===== src/rtl/divcfg_pkg.sv =====
package divcfg_pkg;

    localparam int M_W     = 9;
    localparam int N_W     = 2;
    localparam int T_W     = 3;
    localparam int FRAME_W = T_W + N_W + M_W;

    // Packed in frame order: test bits on top, M at the bottom (M0 = bit 0)
    typedef struct packed {
        logic [T_W-1:0] t;
        logic [N_W-1:0] n;
        logic [M_W-1:0] m;
    } cfg_t;

    function automatic cfg_t cfg_default();
        cfg_t c;
        c.t = '0;
        c.n = '1;
        c.m = '1;
        return c;
    endfunction

    function automatic cfg_t cfg_from_pins(input logic [M_W-1:0] m,
                                           input logic [N_W-1:0] n);
        cfg_t c;
        c.t = '0;
        c.n = n;
        c.m = m;
        return c;
    endfunction

endpackage


===== src/rtl/divcfg_sync.sv =====
module divcfg_sync #(
    parameter int             W       = 1,
    parameter int             STAGES  = 2,
    parameter logic [W-1:0]   RST_VAL = '0
) (
    input  logic         clk,
    input  logic         rst,
    input  logic [W-1:0] d_in,
    output logic [W-1:0] d_out
);

    logic [W-1:0] stg [STAGES];

    for (genvar i = 0; i < STAGES; i++) begin : g_stage
        if (i == 0) begin : g_first
            always_ff @(posedge clk) begin
                if (rst) stg[i] <= RST_VAL;
                else     stg[i] <= d_in;
            end
        end else begin : g_next
            always_ff @(posedge clk) begin
                if (rst) stg[i] <= RST_VAL;
                else     stg[i] <= stg[i-1];
            end
        end
    end

    assign d_out = stg[STAGES-1];

endmodule


===== src/rtl/divcfg_edge.sv =====
module divcfg_edge #(
    parameter int           W       = 1,
    parameter logic [W-1:0] RST_VAL = '0
) (
    input  logic         clk,
    input  logic         rst,
    input  logic [W-1:0] lvl,
    output logic [W-1:0] rise
);

    logic [W-1:0] prev_q;

    always_ff @(posedge clk) begin
        if (rst) prev_q <= RST_VAL;
        else     prev_q <= lvl;
    end

    assign rise = lvl & ~prev_q;

endmodule


===== src/rtl/divcfg_shifter.sv =====
module divcfg_shifter #(
    parameter int W = 14
) (
    input  logic         clk,
    input  logic         rst,
    input  logic         shift_en,
    input  logic         bit_in,
    output logic [W-1:0] frame_q,
    output logic [W-1:0] frame_nxt,
    output logic         last_out
);

    assign frame_nxt = shift_en ? {frame_q[W-2:0], bit_in} : frame_q;

    always_ff @(posedge clk) begin
        if (rst) begin
            frame_q  <= '0;
            last_out <= 1'b0;
        end else if (shift_en) begin
            frame_q  <= frame_nxt;
            last_out <= frame_q[W-1];
        end
    end

endmodule


===== src/rtl/divcfg_loader.sv =====
module divcfg_loader
    import divcfg_pkg::*;
#(
    parameter int SYNC_STAGES = 2
) (
    input  logic                       clk,
    input  logic                       rst,
    input  logic                       pin_load_n,
    input  logic [divcfg_pkg::M_W-1:0] pin_m,
    input  logic [divcfg_pkg::N_W-1:0] pin_n,
    input  logic                       ser_clk,
    input  logic                       ser_data,
    input  logic                       ser_load,
    output logic [divcfg_pkg::M_W-1:0] m_out,
    output logic [divcfg_pkg::N_W-1:0] n_out,
    output logic [divcfg_pkg::T_W-1:0] t_out,
    output logic                       shift_out
);

    localparam int IN_W = 4 + M_W + N_W;
    localparam logic [IN_W-1:0] IN_RST = {1'b1, {(IN_W-1){1'b0}}};

    logic [IN_W-1:0]    raw_in, syn;
    logic               load_n_q, sl_q, sc_q, sd_q;
    logic [M_W-1:0]     pm_q;
    logic [N_W-1:0]     pn_q;
    logic [1:0]         rises;
    logic               sl_rise, sc_rise;
    logic [FRAME_W-1:0] sr_q, sr_nxt;
    cfg_t               cfg_q;

    // Controls and data share one chain so their relative timing is kept
    assign raw_in = {pin_load_n, ser_load, ser_clk, ser_data, pin_n, pin_m};

    divcfg_sync #(.W(IN_W), .STAGES(SYNC_STAGES), .RST_VAL(IN_RST)) u_sync (
        .clk   (clk),
        .rst   (rst),
        .d_in  (raw_in),
        .d_out (syn)
    );

    assign {load_n_q, sl_q, sc_q, sd_q, pn_q, pm_q} = syn;

    divcfg_edge #(.W(2), .RST_VAL(2'b00)) u_edge (
        .clk  (clk),
        .rst  (rst),
        .lvl  ({sl_q, sc_q}),
        .rise (rises)
    );

    assign {sl_rise, sc_rise} = rises;

    divcfg_shifter #(.W(FRAME_W)) u_shift (
        .clk       (clk),
        .rst       (rst),
        .shift_en  (load_n_q & sc_rise),
        .bit_in    (sd_q),
        .frame_q   (sr_q),
        .frame_nxt (sr_nxt),
        .last_out  (shift_out)
    );

    // Parallel level has priority; serial strobe level gates transfers
    always_ff @(posedge clk) begin
        if (rst)
            cfg_q <= cfg_default();
        else if (!load_n_q)
            cfg_q <= cfg_from_pins(pm_q, pn_q);
        else if (sl_q && (sl_rise || sc_rise))
            cfg_q <= cfg_t'(sr_nxt);
    end

    assign m_out = cfg_q.m;
    assign n_out = cfg_q.n;
    assign t_out = cfg_q.t;

endmodule


===== config.mk =====
export PLATFORM = sky130hd
export DESIGN_NAME = divcfg_loader
export DESIGN_NICKNAME = d
export VERILOG_FILES = /design/src/rtl/divcfg_pkg.sv /design/src/rtl/divcfg_sync.sv /design/src/rtl/divcfg_edge.sv /design/src/rtl/divcfg_shifter.sv /design/src/rtl/divcfg_loader.sv
export SDC_FILE = /design/constraint.sdc
export NUM_CORES = 1
export LEC_CHECK = 0
export BUFFER_PORTS_ARGS = -buffer_cell sky130_fd_sc_hd__buf_2
export CELL_PAD_IN_SITES_DETAIL_PLACEMENT = 0
export CELL_PAD_IN_SITES_GLOBAL_PLACEMENT = 1
export CORE_MARGIN = 2
export CORE_UTILIZATION = 45
export CTS_CLUSTER_DIAMETER = 100
export DETAILED_ROUTE_END_ITERATION = 16
export PLACE_DENSITY = 0.83
export SLEW_MARGIN = 25
export SYNTH_ARGS = -nofsm -noshare
export SYNTH_HDL_FRONTEND = slang
export SYNTH_SLANG_ARGS = --single-unit

===== constraint.sdc =====
create_clock -name clk -period 3.7 [get_ports clk]
set_input_delay 0.74 -clock clk [delete_from_list [all_inputs] [get_ports clk]]
set_output_delay 0.74 -clock clk [all_outputs]
set_load 0.01 [all_outputs]

==> results of run 1 <==
==> cell type report <==
| type | instances | share of cell area, % |
|---|---|---|
| Clock inverter | 4 | 2.93 |
| Sequential cell | 61 | 51.0 |
| Timing Repair Buffer | 32 | 6.80 |
| Clock buffer | 12 | 6.49 |
| Inverter | 1 | 0.157 |
| Multi-Input combinational cell | 116 | 29.9 |
| Tap cell | 52 | 2.72 |
==> metal layers <==
layer	track usage (%)	wire, microns	vias up
met3	5.27	128	8
met5	0	0	-
met4	8.18	65	0
li1	-	-	685
met2	20.6	1350	26
met1	16.2	1520	553
==> stage by stage <==
stage | hold WS, ns | util (%) | worst slack, ns | std cells
after detailed placement | 0.404 | 50.1 | 1.56 | 262
final | 0.411 | 55.3 | 1.59 | 278
after CTS | 0.419 | 55.3 | 1.54 | 278
after floorplan | 0.389 | - | 2.33 | 190
after global routing | 0.447 | 55.3 | 1.39 | 278
after global placement | 0.397 | 50.1 | 1.62 | 262
==> Yosys cell counts, drive strengths merged <==
cell	count	area share (%)
and2	11	3.4
or2	2	0.62
or2b	1	0.37
dfxtp	61	61
nand2b	1	0.31
a211oi	3	1.1
clkbuf	7	1.3
nand3b	1	0.37
a21oi	11	2.7
o21ai	22	5.5
inv	1	0.19
nor2	18	3.4
a21boi	1	0.93
mux2i	15	7.5
nor2b	30	9.3
buf	5	2.4
==> worst reg2reg max path: stages, from the launching register on <==
cell and delay (ns):
dfxtp_1 0.59, nand3b_1 0.73, mux2i_1 0.45, and2_1 0.17, o21ai_1 0.06
==> flip-flops by register name (all words and copies together), names as in the netlist <==
name and count:
u_shift.last_out 1, t_out 3, u_sync.stg 30, m_out 9, n_out 2, u_edge.prev_q 2, u_shift.frame_q 14
==> power by group through the flow <==
| stage | Combinational, mW | Sequential, mW | Clock [mW] |
|---|---|---|---|
| global route | 0.0840 | 0.697 | 0.700 |
| finish | 0.0751 | 0.694 | 0.656 |
| global placement | 0.0757 | 0.708 | 0 |
| floorplan | 0.0487 | 0.711 | 0 |
| detailed placement | 0.0756 | 0.709 | 0 |
| CTS | 0.0761 | 0.694 | 0.669 |
==> worst max-delay path by stage <==
stage	start	end	slack, ns
6_report	u_sync.stg[1][14]	m_out[8]	1.59
4_1_cts	u_sync.stg[1][14]	m_out[8]	1.54
3_3_place_gp	u_sync.stg[1][14]	m_out[8]	1.62
5_1_grt	u_sync.stg[1][14]	m_out[8]	1.39
2_1_floorplan	rst	m_out[0]	2.33
3_5_place_dp	u_sync.stg[1][14]	m_out[8]	1.56
==> kinds of logic (layout without fill, tap and decap cells) <==
family	after synthesis	count (layout)	share of synthesized area, %
compound gates	37	37	10.2
buf+inv	13	49	3.91
flops	61	61	60.6
mux	15	15	7.45
simple gates	64	64	17.8
==> results.tsv, run 1 <==
stage	metric	value	unit
placement	Final Wtd Congestion	0.706	
power_and_ir_drop	switching part of the total	20.4	%
sta	fin. max-slew vios	0	
global_route	Congestion Overflow GR	0	
clock_tree	cts repair resizes	0	
logic_synthesis	Cell Area, Synth	2010	sq um
cells_and_area	Area growth syn-to-layout	18.8	%
flow_run	max_cap viols	0	
power_and_ir_drop	Int Power	1.13	mW
clock_tree	CTS Buf Count	9	
worst_setup_path	R2R setup slack	1.59	ns
power_and_ir_drop	clock share of power	46.0	%
sta	fin crit share	57.0	%
power_and_ir_drop	Leak Pwr	1.08	nW
worst_setup_path	critical path class	flop to flop	
logic_synthesis	post-synthesis average cell area	10.6	sq um
placement	IO Port Bufs	31	
clock_tree	clock root buffer	clkbuf_8	
clock_tree	H-Tree Depth	3	
worst_setup_path	CP top delay family	simple AND/OR/NAND/NOR gates	
logic_synthesis	Yosys reg bits	61	
drt	drc violations	0	
worst_setup_path	Worst Setup End Kind	flop	
hold_path	HP Start	u_sync.stg[0][14]	
outcome	status	complete, no violations	
sta	RSZ-0062 raised after global routing	no	
clock_tree	CTS Buffer Depth	2	
sta	Hold Violations, Final	0	
sta	final setup violating endpoints	0	
clock_tree	insertion delay to the later sink of the worst-skew pair	0.33	ns
sta	worst slew pin tran	0.933	ns
cells_and_area	diode count	0	
worst_setup_path	Critical Path RT	3.92	ns
clock_tree	clock slew at reported path FFs	0.06	ns
global_route	GRT Total Usage	13.5	%
sta	clk_skew	0.00787	ns
worst_setup_path	r2r startpoint	u_sync.stg[1][14]	
global_route	initial antenna violation count	0	
worst_setup_path	cell with the largest stage delay on the worst path	nand3b_1	
worst_setup_path	R2R cell count	4	
cells_and_area	design area	2390	sq um
drt	routed wire length per instance	11.0	microns
drt	routed vias	1272	
worst_setup_path	slowest stage delay, CP	0.73	ns
floorplan	starting density of the core	46.6	%
power_and_ir_drop	Cell Pwr Density	595	nW/um^2
worst_setup_path	r2r endpoint	m_out[8]	
global_route	vias in the first global route	1234	
floorplan	core area	4320	sq um
power_and_ir_drop	Gate power share	5.3	%
cells_and_area	fillers	414	
cells_and_area	most common cell after layout, fill and taps aside	dfxtp_1	
logic_synthesis	YS warnings	0	
cells_and_area	share of layout cells above drive strength 1	22.1	%
floorplan	die height	70.9	microns
clock_tree	Post-CTS Setup Bufs	0	
global_route	first-pass GRT wire length	5190	microns
worst_setup_path	worst-path cell chain	nand3b_1 > mux2i_1 > and2_1 > o21ai_1	
sta	Slew HR	37.6	%
cells_and_area	commonest non-fill, non-tap cells in the layout	dfxtp_1 (61), buf_2 (31), nor2b_1 (30)	
drt	Initial DRC Count	75	
placement	post-DP HPWL	1930	microns
placement	dpl cell area	2170	sq um
worst_setup_path	Worst path depth	4	
drt	Pre-antenna DRT Iters	6	
worst_setup_path	Startpoint Class	flop	
worst_setup_path	Crit Path Max Fanout	15	
cells_and_area	Layout Nets	238	
logic_synthesis	sequential-to-total area share from yosys stat	60.6	%
floorplan	die area	5030	sq um
worst_setup_path	CP arrival	2.33	ns
cells_and_area	Reg area	1220	sq um
worst_setup_path	worst path bufs/invs	0	
drt	routed wire length	3070	microns
logic_synthesis	syn nets	207	
power_and_ir_drop	Seq pwr share	48.7	%
clock_tree	hold_buf cts	0	
clock_tree	clock sinks	61	
drt	Routed Antenna Nets	0	
hold_path	hold depth	1	
drt	vias per cell	4.58	
floorplan	Rows	24	
sta	min Tclk post-route	2.11	ns
clock_tree	CTS tree	done	
logic_synthesis	Distinct cells, synth	20	
sta	post-route setup TNS	0	ns
floorplan	Die W	70.9	microns
global_route	largest net degree at the start of global routing	36	
logic_synthesis	Mapped Cells	190	
sta	fmax	474	MHz
power_and_ir_drop	switching power	0.291	mW
floorplan	I/O pin cnt	32	
power_and_ir_drop	Max IR drop VDD	0.000296	V
cells_and_area	area of the multi-input gates	714	sq um
hold_path	Hold EP	u_sync.stg[1][14]	
hold_path	HP Class	flop to flop	
power_and_ir_drop	Tot Pwr	1.42	mW
Power figures use the tool's default switching activity.
==> run 2: changes to the inputs <==
--- a/config.mk
+++ b/config.mk
@@ -9,10 +9,10 @@
 export CELL_PAD_IN_SITES_DETAIL_PLACEMENT = 0
 export CELL_PAD_IN_SITES_GLOBAL_PLACEMENT = 1
 export CORE_MARGIN = 2
-export CORE_UTILIZATION = 45
+export CORE_UTILIZATION = 42
 export CTS_CLUSTER_DIAMETER = 100
 export DETAILED_ROUTE_END_ITERATION = 16
-export PLACE_DENSITY = 0.83
+export PLACE_DENSITY = 0.78
 export SLEW_MARGIN = 25
 export SYNTH_ARGS = -nofsm -noshare
 export SYNTH_HDL_FRONTEND = slang
==> constraint.sdc (replaced) <==
create_clock -name clk -period 2 [get_ports clk]
set_input_delay 0.4 -clock clk [delete_from_list [all_inputs] [get_ports clk]]
set_output_delay 0.4 -clock clk [all_outputs]
set_load 0.01 [all_outputs]
==> run 2 against run 1 <==
  * Register-to-register slack worse by 0.97 ns
  * Final cell count increased by 1.8%
  * Routed wire length up 1.4%
==> results.tsv, run 2 (synthesis gave the netlist of run 1 again) <==
stage	metric	value	unit	change
worst_setup_path	cell with the largest stage delay on the worst path	a21boi_4		was nand3b_1
floorplan	Rows	25		was 24
global_route	Congestion Overflow GR	0		unchanged
clock_tree	clock sinks	61		unchanged
sta	clk_skew	0.0101	ns	was 0.00787 ns
clock_tree	CTS Buf Count	9		unchanged
hold_path	HP Start	pin_load_n		was u_sync.stg[0][14]
worst_setup_path	slowest stage delay, CP	0.50	ns	was 0.73 ns
clock_tree	clock slew at reported path FFs	0.06	ns	about the same
power_and_ir_drop	Cell Pwr Density	978	nW/um^2	was 595 nW/um^2
clock_tree	CTS tree	done		unchanged
cells_and_area	area of the multi-input gates	714	sq um	unchanged
sta	worst slew pin tran	0.570	ns	was 0.933 ns
sta	final setup violating endpoints	0		unchanged
outcome	status	complete, no violations		unchanged
floorplan	Die W	73.3	microns	was 70.9 microns
worst_setup_path	Startpoint Class	flop		unchanged
hold_path	HP Class	input port to flop		was flop to flop
global_route	initial antenna violation count	0		unchanged
drt	vias per cell	4.56		was 4.58
drt	Routed Antenna Nets	0		unchanged
clock_tree	Post-CTS Setup Bufs	0		unchanged
worst_setup_path	Crit Path Max Fanout	28		was 15
sta	min Tclk post-route	1.38	ns	was 2.11 ns
sta	Setup WS post-layout	0.619	ns	was 1.59 ns
worst_setup_path	r2r startpoint	u_edge.prev_q[0]		was u_sync.stg[1][14]
cells_and_area	Layout Nets	241		was 238
worst_setup_path	worst path bufs/invs	0		unchanged
drt	Initial DRC Count	45		was 75
worst_setup_path	Worst Setup End Kind	flop		unchanged
drt	Pre-antenna DRT Iters	4		was 6
worst_setup_path	CP arrival	1.59	ns	was 2.33 ns
clock_tree	H-Tree Depth	3		unchanged
cells_and_area	commonest non-fill, non-tap cells in the layout	dfxtp_1 (61), buf_2 (31), nor2b_1 (30)		unchanged
placement	post-DP HPWL	1990	microns	was 1930 microns
clock_tree	insertion delay to the later sink of the worst-skew pair	0.32	ns	was 0.33 ns
floorplan	core area	4660	sq um	was 4320 sq um
power_and_ir_drop	Leak Pwr	1.05	nW	was 1.08 nW
clock_tree	clock root buffer	clkbuf_8		unchanged
cells_and_area	Reg area	1220	sq um	unchanged
sta	RSZ-0062 raised after global routing	no		unchanged
global_route	largest net degree at the start of global routing	29		was 36
clock_tree	hold_buf cts	0		unchanged
drt	drc violations	0		unchanged
placement	pre-CTS setup slack	0.626	ns	was 1.56 ns
worst_setup_path	worst-path cell chain	nand2b_1 > a21boi_4 > and2_1 > o21ai_1		was nand3b_1 > mux2i_1 > and2_1 > o21ai_1
sta	post-route setup TNS	0	ns	unchanged
sta	Hold Violations, Final	0		unchanged
cells_and_area	Area growth syn-to-layout	16.4	%	was 18.8%
drt	routed wire length	3110	microns	was 3070 microns
flow_run	max_cap viols	0		unchanged
cells_and_area	max FFs per register	30		unchanged
worst_setup_path	start point of the critical path	u_edge.prev_q[0]		was u_sync.stg[1][14]
placement	IO Port Bufs	31		unchanged
sta	fmax	724	MHz	was 474 MHz
clock_tree	CTS Buffer Depth	2		unchanged
floorplan	I/O pin cnt	32		unchanged
global_route	GRT Total Usage	13.5	%	about the same
floorplan	die height	73.3	microns	was 70.9 microns
sta	fin. max-slew vios	0		unchanged
drt	routed vias	1290		was 1272
sta	fin crit share	69.0	%	was 57.0%
cells_and_area	fillers	438		was 414
worst_setup_path	CP top delay family	compound AO/OA/AOI/OAI gates		was simple AND/OR/NAND/NOR gates
cells_and_area	share of layout cells above drive strength 1	21.4	%	was 22.1%
global_route	first-pass GRT wire length	5340	microns	was 5190 microns
cells_and_area	most flop-heavy register	u_sync.stg		unchanged
sta	Min Hold Slack	0.266	ns	was 0.411 ns
placement	Final Wtd Congestion	0.747		was 0.706
floorplan	die area	5370	sq um	was 5030 sq um
global_route	vias in the first global route	1223		was 1234
worst_setup_path	critical path class	flop to flop		unchanged
power_and_ir_drop	Max IR drop VDD	0.000526	V	was 0.000296 V
drt	routed wire length per instance	11.0	microns	about the same
floorplan	starting density of the core	43.2	%	was 46.6%
cells_and_area	diode count	0		unchanged
clock_tree	cts repair resizes	0		unchanged
worst_setup_path	Critical Path RT	2.20	ns	was 3.92 ns
sta	Slew HR	61.9	%	was 37.6%
cells_and_area	most common cell after layout, fill and taps aside	dfxtp_1		unchanged
run 2: changes by cell type in the layout (fill, tap and decap cells not counted), sizes merged:
cell	before	now
clkbuf	12	14
bufinv	2	0
buf	32	35
run 2: path summary, 6_finish.rpt:
path | endpoint | slack (ns) | depth (start not counted)
min | u_sync.stg[0][14] | 0.27 | 2
max reg2reg | m_out[6] | 0.62 | 4
max | m_out[6] | 0.62 | 4
min reg2reg | u_sync.stg[1][14] | 0.42 | 1
run 2: where the power goes:
group,switching [mW],internal [mW]
registers,0.0164,1.27
logic,0.0749,0.0689
clock network,0.419,0.448
run 2: final cells by class:
class | count | area share [%]
flip-flops and latches | 61 | 52.1
clock inverters | 2 | 0.427
repair buffers | 35 | 7.90
multi-input cells | 116 | 30.5
clock buffers | 14 | 6.08
well taps | 54 | 2.88
inverters | 1 | 0.160
run 2: metal layers:
| metal | share of wire [%] | routed length (microns) | up-vias | track usage (%) |
|---|---|---|---|---|
| met5 | 0 | 0 | - | 0 |
| met4 | 0.90 | 28 | 0 | 10.5 |
| met1 | 48 | 1490 | 576 | 16.8 |
| met2 | 47 | 1450 | 22 | 20.1 |
| met3 | 4.4 | 138 | 4 | 3.29 |
| li1 | - | - | 688 | - |
run 2: worst register-to-register path: stages, from the launching register on:
cell and delay, ns:
dfxtp_1 0.30, nand2b_1 0.17, a21boi_4 0.50, and2_1 0.23, o21ai_1 0.07
run 2: metrics by stage:
stage / instances / utilization, % / area, sq um / power, mW
finish: 283 / 50.3 / 2340 / 2.29
global route: 283 / 50.3 / 2340 / 2.40
CTS: 283 / 50.3 / 2340 / 2.32
detailed placement: 267 / 47.0 / 2190 / 1.45
global placement: 267 / 47.0 / 2190 / 1.45
floorplan: 190 / - / 2010 / 1.41
==> run 3: changes to the inputs <==
--- a/config.mk
+++ b/config.mk
@@ -9,10 +9,10 @@
 export CELL_PAD_IN_SITES_DETAIL_PLACEMENT = 0
 export CELL_PAD_IN_SITES_GLOBAL_PLACEMENT = 1
 export CORE_MARGIN = 2
-export CORE_UTILIZATION = 42
+export CORE_UTILIZATION = 38
 export CTS_CLUSTER_DIAMETER = 100
 export DETAILED_ROUTE_END_ITERATION = 16
-export PLACE_DENSITY = 0.78
+export PLACE_DENSITY = 0.75
 export SLEW_MARGIN = 25
 export SYNTH_ARGS = -nofsm -noshare
 export SYNTH_HDL_FRONTEND = slang
==> constraint.sdc (replaced) <==
create_clock -name clk -period 1.1 [get_ports clk]
set_input_delay 0.22 -clock clk [delete_from_list [all_inputs] [get_ports clk]]
set_output_delay 0.22 -clock clk [all_outputs]
set_load 0.01 [all_outputs]
==> run 3 against run 2 <==
  * The run now ends with setup timing left
  * Final area increased by 12%
  * Total power increased by 88%
  * Count of clock-buffer cells in the layout decreased by 4
  * Register-to-register slack got worse by 0.75 ns
  * Worst setup slack got worse by 0.75 ns
  * Critical endpoint is now m_out[1]
==> results.tsv, run 3 (synthesis gave the netlist of run 1 again) <==
stage	metric	value	unit	change
outcome	status	complete, but fails checks		was complete, no violations
outcome	failing checks	setup timing		
placement	Cells after DPL	294		was 267
worst_setup_path	critical path class	flop to flop		unchanged
clock_tree	clock sinks	61		unchanged
sta	RSZ-0062 raised after global routing	yes		was no
sta	Min Hold Slack	0.0749	ns	was 0.266 ns
sta	fin. max-slew vios	0		unchanged
global_route	largest net degree at the start of global routing	29		unchanged
worst_setup_path	Critical Path RT	1.32	ns	was 2.20 ns
sta	Slew HR	80.3	%	was 61.9%
worst_setup_path	Crit Path Max Fanout	14		was 28
cells_and_area	diode count	0		unchanged
worst_setup_path	worst-path cell chain	nand2b_4 > a21boi_4 > clkbuf_16 > and2_1 > o21ai_1		was nand2b_1 > a21boi_4 > and2_1 > o21ai_1
worst_setup_path	cell with the largest stage delay on the worst path	dfxtp_2		was a21boi_4
drt	routed wire length per instance	11.4	microns	was 11.0 microns
cells_and_area	Area growth syn-to-layout	29.9	%	was 16.4%
worst_setup_path	Startpoint Class	flop		unchanged
drt	WL met1	1750	microns	was 1490 microns
drt	drc violations	0		unchanged
worst_setup_path	slowest stage delay, CP	0.31	ns	was 0.50 ns
floorplan	Rows	26		was 25
drt	met3 wire length	128	microns	was 138 microns
power_and_ir_drop	Leak Pwr	1.15	nW	was 1.05 nW
worst_setup_path	CP arrival	1.45	ns	was 1.59 ns
clock_tree	hold_buf cts	0		unchanged
sta	worst slew pin tran	0.296	ns	was 0.570 ns
floorplan	I/O pin cnt	32		unchanged
placement	Final Wtd Congestion	0.675		was 0.747
sta	clk_skew	0.00435	ns	was 0.0101 ns
cells_and_area	max FFs per register	30		unchanged
floorplan	die height	76.8	microns	was 73.3 microns
cells_and_area	share of layout cells above drive strength 1	33.7	%	was 21.4%
drt	Pre-antenna DRT Iters	4		unchanged
cells_and_area	Layout Cells excl Fill	313		was 283
floorplan	Die W	76.8	microns	was 73.3 microns
sta	fin crit share	112	%	was 69.0%
hold_path	HP Class	input port to flop		unchanged
floorplan	die area	5900	sq um	was 5370 sq um
clock_tree	H-Tree Depth	3		unchanged
floorplan	core area	5110	sq um	was 4660 sq um
clock_tree	insertion delay to the later sink of the worst-skew pair	0.33	ns	was 0.32 ns
global_route	GRT Total Usage	12.8	%	was 13.5%
drt	routed vias	1334		was 1290
placement	IO Port Bufs	31		unchanged
sta	min Tclk post-route	1.23	ns	was 1.38 ns
cells_and_area	commonest non-fill, non-tap cells in the layout	dfxtp_1 (57), buf_2 (31), nor2b_1 (30)		was dfxtp_1 (61), buf_2 (31), nor2b_1 (30)
drt	routed wl met2	1560	microns	was 1450 microns
global_route	Congestion Overflow GR	0		unchanged
sta	final setup violating endpoints	21		was 0
drt	vias per cell	4.26		was 4.56
cells_and_area	most flop-heavy register	u_sync.stg		unchanged
drt	top routing layer used	met4		unchanged
clock_tree	CTS tree	done		unchanged
clock_tree	clock slew at reported path FFs	0.06	ns	about the same
sta	Setup WS post-layout	-0.129	ns	was 0.619 ns
cells_and_area	Layout Nets	256		was 241
sta	Hold Violations, Final	0		unchanged
global_route	initial antenna violation count	0		unchanged
cells_and_area	most common cell after layout, fill and taps aside	dfxtp_1		unchanged
flow_run	max_cap viols	0		unchanged
cells_and_area	Core Util, Final	51.2	%	was 50.3%
sta	fmax	814	MHz	was 724 MHz
drt	Routed Antenna Nets	0		unchanged
drt	Initial DRC Count	49		was 45
global_route	vias in the first global route	1218		was 1223
clock_tree	CTS Buffer Depth	2		unchanged
cells_and_area	fillers	471		was 438
clock_tree	clock root buffer	clkbuf_8		unchanged
sta	post-route setup TNS	-1.69	ns	was 0 ns
clock_tree	CTS Buf Count	9		unchanged
power_and_ir_drop	Cell Pwr Density	1640	nW/um^2	was 978 nW/um^2
placement	post-DP HPWL	2200	microns	was 1990 microns
drt	routed wire length	3560	microns	was 3110 microns
worst_setup_path	Worst Setup End Kind	flop		unchanged
placement	pre-CTS setup slack	-0.101	ns	was 0.626 ns
floorplan	starting density of the core	39.4	%	was 43.2%
global_route	first-pass GRT wire length	5670	microns	was 5340 microns
power_and_ir_drop	Max IR drop VDD	0.000900	V	was 0.000526 V
run 3: power by group:
| group | leakage [nW] | internal, mW | switching, mW |
|---|---|---|---|
| Clock | 0.0877 | 0.847 | 0.798 |
| Sequential | 0.502 | 2.30 | 0.0312 |
| Combinational | 0.559 | 0.171 | 0.155 |
| Total | 1.15 | 3.32 | 0.985 |
run 3: per-stage QoR:
stage	total power [mW]	area (sq um)
finish	4.30	2620
global route	4.48	2620
CTS	4.33	2520
detailed placement	2.68	2330
global placement	2.68	2330
floorplan	2.56	2020
run 3: timing repair:
action	in CTS	in global routing
pin swaps	0	4
gates cloned	0	2
gates resized for setup	1	14
setup endpoints to repair	19	25
buffers inserted	2	0
endpoints found under the hold margin	0	0
run 3: layout make-up:
type | count | area, sq um | share of cell area (%)
clock inverters | 5 | 27.5 | 1.05
clock buffers | 10 | 138 | 5.26
multi-input cells | 116 | 764 | 29.2
flip-flops and latches | 61 | 1230 | 46.8
well taps | 70 | 87.6 | 3.35
inverters | 1 | 3.75 | 0.143
repair buffers | 50 | 370 | 14.1
run 3: metal layers:
layer / vias up / GRT usage, %
li1: 718 / -
met1: 576 / 15.9
met2: 30 / 17.5
met3: 10 / 3.65
met4: 0 / 12.0
met5: - / 0
run 3: worst paths after layout:
| path | from | endpoint | slack [ns] | cells after the start |
|---|---|---|---|---|
| setup / recovery | u_edge.prev_q[0] | m_out[1] | -0.13 | 5 |
| hold / removal | pin_load_n | u_sync.stg[0][14] | 0.07 | 2 |
| setup reg to reg | u_edge.prev_q[0] | m_out[1] | -0.13 | 5 |
| hold reg to reg | u_sync.stg[0][14] | u_sync.stg[1][14] | 0.41 | 1 |
run 3: critical path, delay by kind of cell, from the launching register on:
kind | cells | cell delay [ns]
AO/OA/AOI/OAI | 2 | 0.32
flip-flops | 1 | 0.31
AND/OR/NAND/NOR | 2 | 0.27
buffers and inverters | 1 | 0.22
